$ cat src/rtl/mclk_ratio_pkg.sv
package mclk_ratio_pkg;
  typedef enum logic [1:0] {
    CLS_NONE = 2'd0,
    CLS_LO   = 2'd1,
    CLS_HI   = 2'd2
  } ratio_cls_e;
endpackage

$ cat src/rtl/mrd_edge_det.sv
module mrd_edge_det (
  input  logic clk_i,
  input  logic rst_ni,
  input  logic sig_i,
  output logic rise_o
);
  logic sig_q;

  always_ff @(posedge clk_i or negedge rst_ni) begin
    if (!rst_ni) sig_q <= 1'b0;
    else         sig_q <= sig_i;
  end

  assign rise_o = sig_i & ~sig_q;
endmodule

$ cat src/rtl/mrd_frame_ratio_meter.sv
module mrd_frame_ratio_meter
  import mclk_ratio_pkg::*;
#(
  parameter int CNT_W    = 10,
  parameter int RATIO_LO = 256,
  parameter int RATIO_HI = 384,
  parameter int TOL      = 2
) (
  input  logic clk_i,
  input  logic rst_ni,
  input  logic frame_rise_i,
  output logic valid_o,
  output logic ratio_hi_o
);
  localparam logic [CNT_W-1:0] CNT_MAX = '1;

  logic [CNT_W-1:0] cnt_q;
  logic             seen_q;
  ratio_cls_e       cand_q, cls;
  logic             valid_q, ratio_hi_q;

  function automatic ratio_cls_e classify(input logic [CNT_W-1:0] n);
    int c;
    c = int'(n);
    if (c >= RATIO_LO - TOL && c <= RATIO_LO + TOL)      return CLS_LO;
    else if (c >= RATIO_HI - TOL && c <= RATIO_HI + TOL) return CLS_HI;
    else                                                 return CLS_NONE;
  endfunction

  always_comb cls = classify(cnt_q);

  always_ff @(posedge clk_i or negedge rst_ni) begin
    if (!rst_ni) begin
      cnt_q      <= '0;
      seen_q     <= 1'b0;
      cand_q     <= CLS_NONE;
      valid_q    <= 1'b0;
      ratio_hi_q <= 1'b0;
    end else if (frame_rise_i) begin
      cnt_q <= CNT_W'(1);
      if (!seen_q) begin
        seen_q <= 1'b1;
      end else begin
        cand_q <= cls;
        if (cls == cand_q) begin
          if (cls == CLS_NONE) begin
            valid_q <= 1'b0;
          end else begin
            valid_q    <= 1'b1;
            ratio_hi_q <= (cls == CLS_HI);
          end
        end
      end
    end else if (cnt_q != CNT_MAX) begin
      cnt_q <= cnt_q + 1'b1;
    end else begin
      // frame clock stalled
      valid_q <= 1'b0;
      cand_q  <= CLS_NONE;
    end
  end

  assign valid_o    = valid_q;
  assign ratio_hi_o = ratio_hi_q;

  assert_ratio_hold_R3: assert property (@(posedge clk_i) disable iff (!rst_ni)
    !frame_rise_i |=> $stable(ratio_hi_q));

  assert_stall_unlock_R5: assert property (@(posedge clk_i) disable iff (!rst_ni)
    (cnt_q == CNT_MAX && !frame_rise_i) |=> !valid_q);
endmodule

$ cat src/rtl/mrd_bclk_period_meter.sv
module mrd_bclk_period_meter #(
  parameter int PER_W = 5
) (
  input  logic             clk_i,
  input  logic             rst_ni,
  input  logic             bit_rise_i,
  output logic [PER_W-1:0] per_o,
  output logic             valid_o
);
  localparam logic [PER_W-1:0] PER_MAX = '1;

  logic [PER_W-1:0] cnt_q, per_q;
  logic             seen_q, valid_q;

  always_ff @(posedge clk_i or negedge rst_ni) begin
    if (!rst_ni) begin
      cnt_q   <= '0;
      per_q   <= '0;
      seen_q  <= 1'b0;
      valid_q <= 1'b0;
    end else if (bit_rise_i) begin
      cnt_q <= PER_W'(1);
      if (seen_q) begin
        per_q   <= cnt_q;
        valid_q <= 1'b1;
      end else begin
        seen_q <= 1'b1;
      end
    end else if (cnt_q != PER_MAX) begin
      cnt_q <= cnt_q + 1'b1;
    end
  end

  assign per_o   = per_q;
  assign valid_o = valid_q;

  assert_period_capture_R6: assert property (@(posedge clk_i) disable iff (!rst_ni)
    (bit_rise_i && seen_q) |=> (per_q == $past(cnt_q)));
endmodule

$ cat src/rtl/mrd_phase_tracker.sv
module mrd_phase_tracker #(
  parameter int POS_W    = 9,
  parameter int RATIO_LO = 256,
  parameter int RATIO_HI = 384,
  parameter int PER_W    = 5,
  parameter int LIMIT    = 6
) (
  input  logic             clk_i,
  input  logic             rst_ni,
  input  logic             frame_rise_i,
  input  logic             ratio_valid_i,
  input  logic             ratio_hi_i,
  input  logic [PER_W-1:0] per_i,
  input  logic             per_valid_i,
  output logic             aligned_o
);
  localparam int MOD_W = POS_W + 1;
  localparam int MUL_W = PER_W + $clog2(LIMIT + 2);
  localparam int CMP_W = (MOD_W > MUL_W) ? MOD_W : MUL_W;

  logic [POS_W-1:0] pos_q, pos_nxt;
  logic             aligned_q;
  logic [MOD_W-1:0] modulus, half, pos_x, mag;
  logic [CMP_W-1:0] thr, mag_c;
  logic             ok;

  always_comb begin
    modulus = ratio_hi_i ? MOD_W'(RATIO_HI) : MOD_W'(RATIO_LO);
    half    = modulus >> 1;
    pos_x   = {1'b0, pos_q};
    // fold position to distance from frame start
    if (pos_x < half)         mag = pos_x;
    else if (pos_x < modulus) mag = modulus - pos_x;
    else                      mag = modulus;
    thr     = CMP_W'(LIMIT + 1) * CMP_W'(per_i);
    mag_c   = CMP_W'(mag);
    ok      = ratio_valid_i & per_valid_i & (mag_c < thr);
    pos_nxt = (pos_x >= modulus - MOD_W'(1)) ? '0 : pos_q + 1'b1;
  end

  always_ff @(posedge clk_i or negedge rst_ni) begin
    if (!rst_ni) begin
      pos_q     <= '0;
      aligned_q <= 1'b0;
    end else if (frame_rise_i) begin
      aligned_q <= ok;
      pos_q     <= ok ? pos_nxt : POS_W'(1);
    end else begin
      pos_q <= pos_nxt;
    end
  end

  assign aligned_o = aligned_q;

  assert_realign_R8: assert property (@(posedge clk_i) disable iff (!rst_ni)
    (frame_rise_i && !ok) |=> (pos_q == POS_W'(1) && !aligned_q));

  assert_tolerate_R7: assert property (@(posedge clk_i) disable iff (!rst_ni)
    (frame_rise_i && ok) |=> aligned_q);
endmodule

$ cat src/rtl/mclk_ratio_detector.sv
module mclk_ratio_detector #(
  parameter int CNT_W    = 10,
  parameter int RATIO_LO = 256,
  parameter int RATIO_HI = 384,
  parameter int TOL      = 2,
  parameter int PER_W    = 5,
  parameter int LIMIT    = 6
) (
  input  logic clk_i,
  input  logic rst_ni,
  input  logic lrck_i,
  input  logic bck_i,
  output logic ratio_384_o,
  output logic locked_o,
  output logic force_mid_o
);
  localparam int POS_W = $clog2(RATIO_HI);

  logic [1:0]       raw_w, rise_w;
  logic             frame_rise, bit_rise;
  logic             ratio_valid, ratio_hi, per_valid, aligned;
  logic [PER_W-1:0] per;

  assign raw_w = {bck_i, lrck_i};

  for (genvar gi = 0; gi < 2; gi++) begin : g_edge
    mrd_edge_det u_edge (
      .clk_i  (clk_i),
      .rst_ni (rst_ni),
      .sig_i  (raw_w[gi]),
      .rise_o (rise_w[gi])
    );
  end

  assign frame_rise = rise_w[0];
  assign bit_rise   = rise_w[1];

  mrd_frame_ratio_meter #(
    .CNT_W(CNT_W), .RATIO_LO(RATIO_LO), .RATIO_HI(RATIO_HI), .TOL(TOL)
  ) u_meter (
    .clk_i        (clk_i),
    .rst_ni       (rst_ni),
    .frame_rise_i (frame_rise),
    .valid_o      (ratio_valid),
    .ratio_hi_o   (ratio_hi)
  );

  mrd_bclk_period_meter #(.PER_W(PER_W)) u_bper (
    .clk_i      (clk_i),
    .rst_ni     (rst_ni),
    .bit_rise_i (bit_rise),
    .per_o      (per),
    .valid_o    (per_valid)
  );

  mrd_phase_tracker #(
    .POS_W(POS_W), .RATIO_LO(RATIO_LO), .RATIO_HI(RATIO_HI),
    .PER_W(PER_W), .LIMIT(LIMIT)
  ) u_track (
    .clk_i         (clk_i),
    .rst_ni        (rst_ni),
    .frame_rise_i  (frame_rise),
    .ratio_valid_i (ratio_valid),
    .ratio_hi_i    (ratio_hi),
    .per_i         (per),
    .per_valid_i   (per_valid),
    .aligned_o     (aligned)
  );

  assign ratio_384_o = ratio_hi;
  assign locked_o    = ratio_valid & aligned;
  assign force_mid_o = ~locked_o;

  assert_lock_on_edge_R9: assert property (@(posedge clk_i) disable iff (!rst_ni)
    $rose(locked_o) |-> $past(frame_rise));
endmodule

$ cat config.mk
export PLATFORM = sky130hd
export DESIGN_NAME = mclk_ratio_detector
export DESIGN_NICKNAME = d
export VERILOG_FILES = /design/src/rtl/mclk_ratio_pkg.sv /design/src/rtl/mrd_edge_det.sv /design/src/rtl/mrd_frame_ratio_meter.sv /design/src/rtl/mrd_bclk_period_meter.sv /design/src/rtl/mrd_phase_tracker.sv /design/src/rtl/mclk_ratio_detector.sv
export SDC_FILE = /design/constraint.sdc
export NUM_CORES = 1
export LEC_CHECK = 0
export BUFFER_PORTS_ARGS = -buffer_cell sky130_fd_sc_hd__buf_2
export CAP_MARGIN = 10
export CORE_MARGIN = 4
export CORE_UTILIZATION = 45
export CTS_BUF_LIST = sky130_fd_sc_hd__clkbuf_4
export DETAILED_ROUTE_END_ITERATION = 8
export GPL_ROUTABILITY_DRIVEN = 0
export PLACE_DENSITY_LB_ADDON = 0.12
export SYNTH_ARGS = -nofsm -noshare
export SYNTH_HDL_FRONTEND = slang
export SYNTH_SLANG_ARGS = --single-unit
$ cat constraint.sdc
create_clock -name clk_i -period 2.95 [get_ports clk_i]
set_clock_uncertainty 0.15 [all_clocks]
set_input_delay 0.295 -clock clk_i [delete_from_list [all_inputs] [get_ports clk_i]]
set_output_delay 0.295 -clock clk_i [all_outputs]
set_load 0.1 [all_outputs]
==> metrics <==
result of the run finished with violations; failing checks negative setup slack; ys flop type sky130_fd_sc_hd__dfrtp_1; root buf cell sky130_fd_sc_hd__clkbuf_4; most area-consuming cells after synthesis sky130_fd_sc_hd__dfrtp_1, sky130_fd_sc_hd__ha_1, sky130_fd_sc_hd__xnor2_1; Final HPWL DP 3930 microns; signed area change from the synthesized netlist to the final layout 20.1%; final cell area excluding filler cells 3180 sq um; GRT Overall Usage 15.7%; endpoint of the most critical register-to-register path u_track.pos_q[0]; maximum net fanout on the critical path 5; required time of the critical path 3.03 ns; number of fill cells 519; setup violators final 10; remaining global-route overflow 0; cell type with the largest total area after synthesis sky130_fd_sc_hd__dfrtp_1; number of DRC markers after the initial detailed-route iteration 65; peak supply drop 0.415 mV; worst slew pin tran 0.853 ns; async set-reset flop share out of synthesis 100%; share of Yosys cell area claimed by the top area cell type 36.8%; height of the die 84.8 microns; Port Buffer Count 6; worst path setup slack after routing -0.241 ns; vias in the first global route 1940; number of H-tree levels 2; Crit path largest cell delay 0.52 ns; number of max-slew violations in the final report 0; crit path cell chain fa_1, ha_2, inv_2, fa_2, inv_2, a21o_1, a21oi_2, xor2_1, ha_1, nand3_2, nor2_2, a21oi_4, a31oi_4, o21bai_1; cell-internal power 1.66 mW; DRC violations left 0; worst hold path depth 1; io pins 7; setup slack of the worst register-to-register path -0.24 ns; top library cells by usage in the layout, fill and taps aside sky130_fd_sc_hd__dfrtp_1, sky130_fd_sc_hd__nor2_1, sky130_fd_sc_hd__ha_1, sky130_fd_sc_hd__buf_4, sky130_fd_sc_hd__inv_1; clock transition at the registers of the reported paths 0.11 ns; source-to-sink clock delay at the later pin of the worst-skew pair 0.34 ns; post-layout minimum cycle time 3.19 ns; synthesis-stage register bit count 39; FF-to-FF Start u_bper.per_o[1]; net switching power figure 1.17 mW; worst-case headroom to the max-slew limit 43.2%; post-layout net count 337; number of clock sinks 39; initial antenna violation count 0; commonest non-fill, non-tap cell in the layout sky130_fd_sc_hd__dfrtp_1; Vias 2008; combined area of the multi-input logic cells 1730 sq um; min-delay src u_bper.valid_o; Logic pwr share 56.2%; cell at the slowest stage of the critical path sky130_fd_sc_hd__fa_1; global-route wire length before repair 9220 microns; syn_area_per_cell 9.64 sq um; Syn Nets 307; Synthesis Warnings 0; Initial Util 47.3%; sequential fraction of the synthesis area 36.8%; static leakage power 1.46 nW; Min-Delay Endpoint u_bper.valid_o; proportion of power drawn by flip-flops and latches 27.9%; class of the tightest hold or removal check register to register; Syn Inst Count 275; Post-Synthesis Cell Area 2650 sq um; maximum number of pins on one net before global-route repair 40; average routed wire per standard cell 14.0 microns; Longest Clk Path Bufs 2; detailed-router iteration count before antenna repair 4; placeable core region 5610 sq um; Setup WS pre-CTS -0.336 ns; element type at the critical path start register; depth of the most critical reg-to-reg path 14; count of distinct cell types in the synthesized netlist 51; switching share of total power 41.3%; Via density 5.31; Period Utilization, post-route 108%; CP dominant cell by count sky130_fd_sc_hd__inv_2; maximum capacitance violations 0; remaining antenna violation count 0; number of enable-type register cells in the synthesized netlist 0; instance area at placement 2940 sq um; areal power density over the cells 887 nW/um^2; Cell Rows 27; total wire length after detailed routing 5310 microns; start-to-end type of the worst setup path register to register; clock tree from TritonCTS done; die outline width 84.8 microns; Inserted Diodes 0; part of the total power dissipated in the clock network 15.9%; RSZ-0062 raised after global routing yes; highest clock frequency the design can meet 0.313 GHz; area used by sequential logic in the layout 981 sq um; Crit path arrival time 3.27 ns; number of buffers added by the clock tree synthesis step 5; endpoint type of the worst setup path register; fraction of layout cells with a size suffix above 1 23.9%; final hold violation count 0; area of the die 7180 sq um
-- power groups by stage --
stage          Clock [mW]  Combinational, mW  Sequential, mW
2_1_floorplan           0              0.953           0.764
3_3_place_gp            0               1.30           0.796
3_5_place_dp            0               1.32           0.801
4_1_cts             0.463               1.51           0.789
5_1_grt             0.486               1.79           0.817
6_report            0.448               1.59           0.789
-- final cells by class --
type / instances / area share (%)
flip-flops and latches: 39 / 30.8
multi-input cells: 211 / 54.3
clock buffers: 6 / 1.41
clock inverters: 2 / 1.89
inverters: 20 / 2.36
repair buffers: 28 / 6.37
well taps: 72 / 2.83
-- sequential cells by signal (all words and copies together) (netlist names), 2 cells and up --
name                 flops
g_edge.u_edge.sig_q      2
u_bper.cnt_q             5
u_bper.per_o             5
u_meter.cand_q           2
u_meter.cnt_q           10
u_track.pos_q            9
-- layer usage --
layer	GRT usage, %	share of wire [%]
met5	0	0
met4	4.32	1.4
met3	3.34	1.9
met2	24.0	47
met1	22.4	50
-- cells in the mapped netlist, drive strengths merged, types with 2 or more instances --
master / instances
mux2: 6
xor2: 10
nand4: 8
nand3: 10
a21oi: 15
nor3b: 2
xnor2: 13
a211oi: 3
mux2i: 6
o21ai: 10
clkbuf: 4
nor2b: 6
fa: 5
dfrtp: 39
nand2: 17
and3: 5
or3: 3
nor3: 9
a21o: 2
and4: 2
buf: 2
nand2b: 6
nor2: 26
and2: 2
ha: 23
inv: 20
a31oi: 2
nor4b: 2
o21bai: 2
-- worst max path at each step --
| stage | startpoint | to | slack (ns) | cells past startpoint |
|---|---|---|---|---|
| 2_1_floorplan | u_bper.per_o[1] | u_track.pos_q[0] | -0.14 | 14 |
| 3_3_place_gp | u_bper.per_o[1] | u_track.pos_q[0] | -0.21 | 14 |
| 3_5_place_dp | u_bper.per_o[1] | u_track.pos_q[2] | -0.34 | 14 |
| 4_1_cts | u_bper.per_o[1] | u_track.pos_q[0] | -0.25 | 14 |
| 5_1_grt | u_bper.per_o[0] | u_track.pos_q[0] | -0.35 | 14 |
| 6_report | u_bper.per_o[1] | u_track.pos_q[0] | -0.24 | 14 |
-- worst max-delay path: cells and delay by family, from the launching register on --
family	cells	cell delay (ns)
AO/OA/AOI/OAI	5	0.72
XOR/XNOR	1	0.14
adder cells (fa/ha/maj)	4	1.36
flip-flops	1	0.45
AND/OR/NAND/NOR	2	0.17
buffers and inverters	2	0.09
-- logic make-up (layout without fill, tap and decap cells) --
family          Yosys count  after routing  synth area share [%]
buf+inv                  26             56                  3.96
mux                      12             12                  4.81
xor+xnor                 23             23                  7.60
fa+ha+maj                28             28                  14.6
simple gates            104            104                  21.0
compound gates           43             44                  11.1
flops                    39             39                  36.8
-- stage by stage --
stage	setup TNS, ns	power [mW]	hold WS, ns	cells	util (%)
2_1_floorplan	-0.798	1.72	-0.151	275	-
3_3_place_gp	-1.62	2.09	0.264	365	52.4
3_5_place_dp	-2.84	2.12	0.269	365	52.4
4_1_cts	-2.01	2.76	0.335	378	55.9
5_1_grt	-3.24	3.09	0.374	378	56.8
6_report	-1.95	2.83	0.328	378	56.8
-- timing repair --
item / 4_1_cts / 5_1_grt
setup endpoints to repair: 10 / 10
hold buffers: 3 / 0
pin swaps: 8 / 7
cloned: 1 / 0
endpoints found under the hold margin: 41 / 0
resized for setup: 10 / 8
setup buffers: 2 / 0
Power figures use the tool's default switching activity.
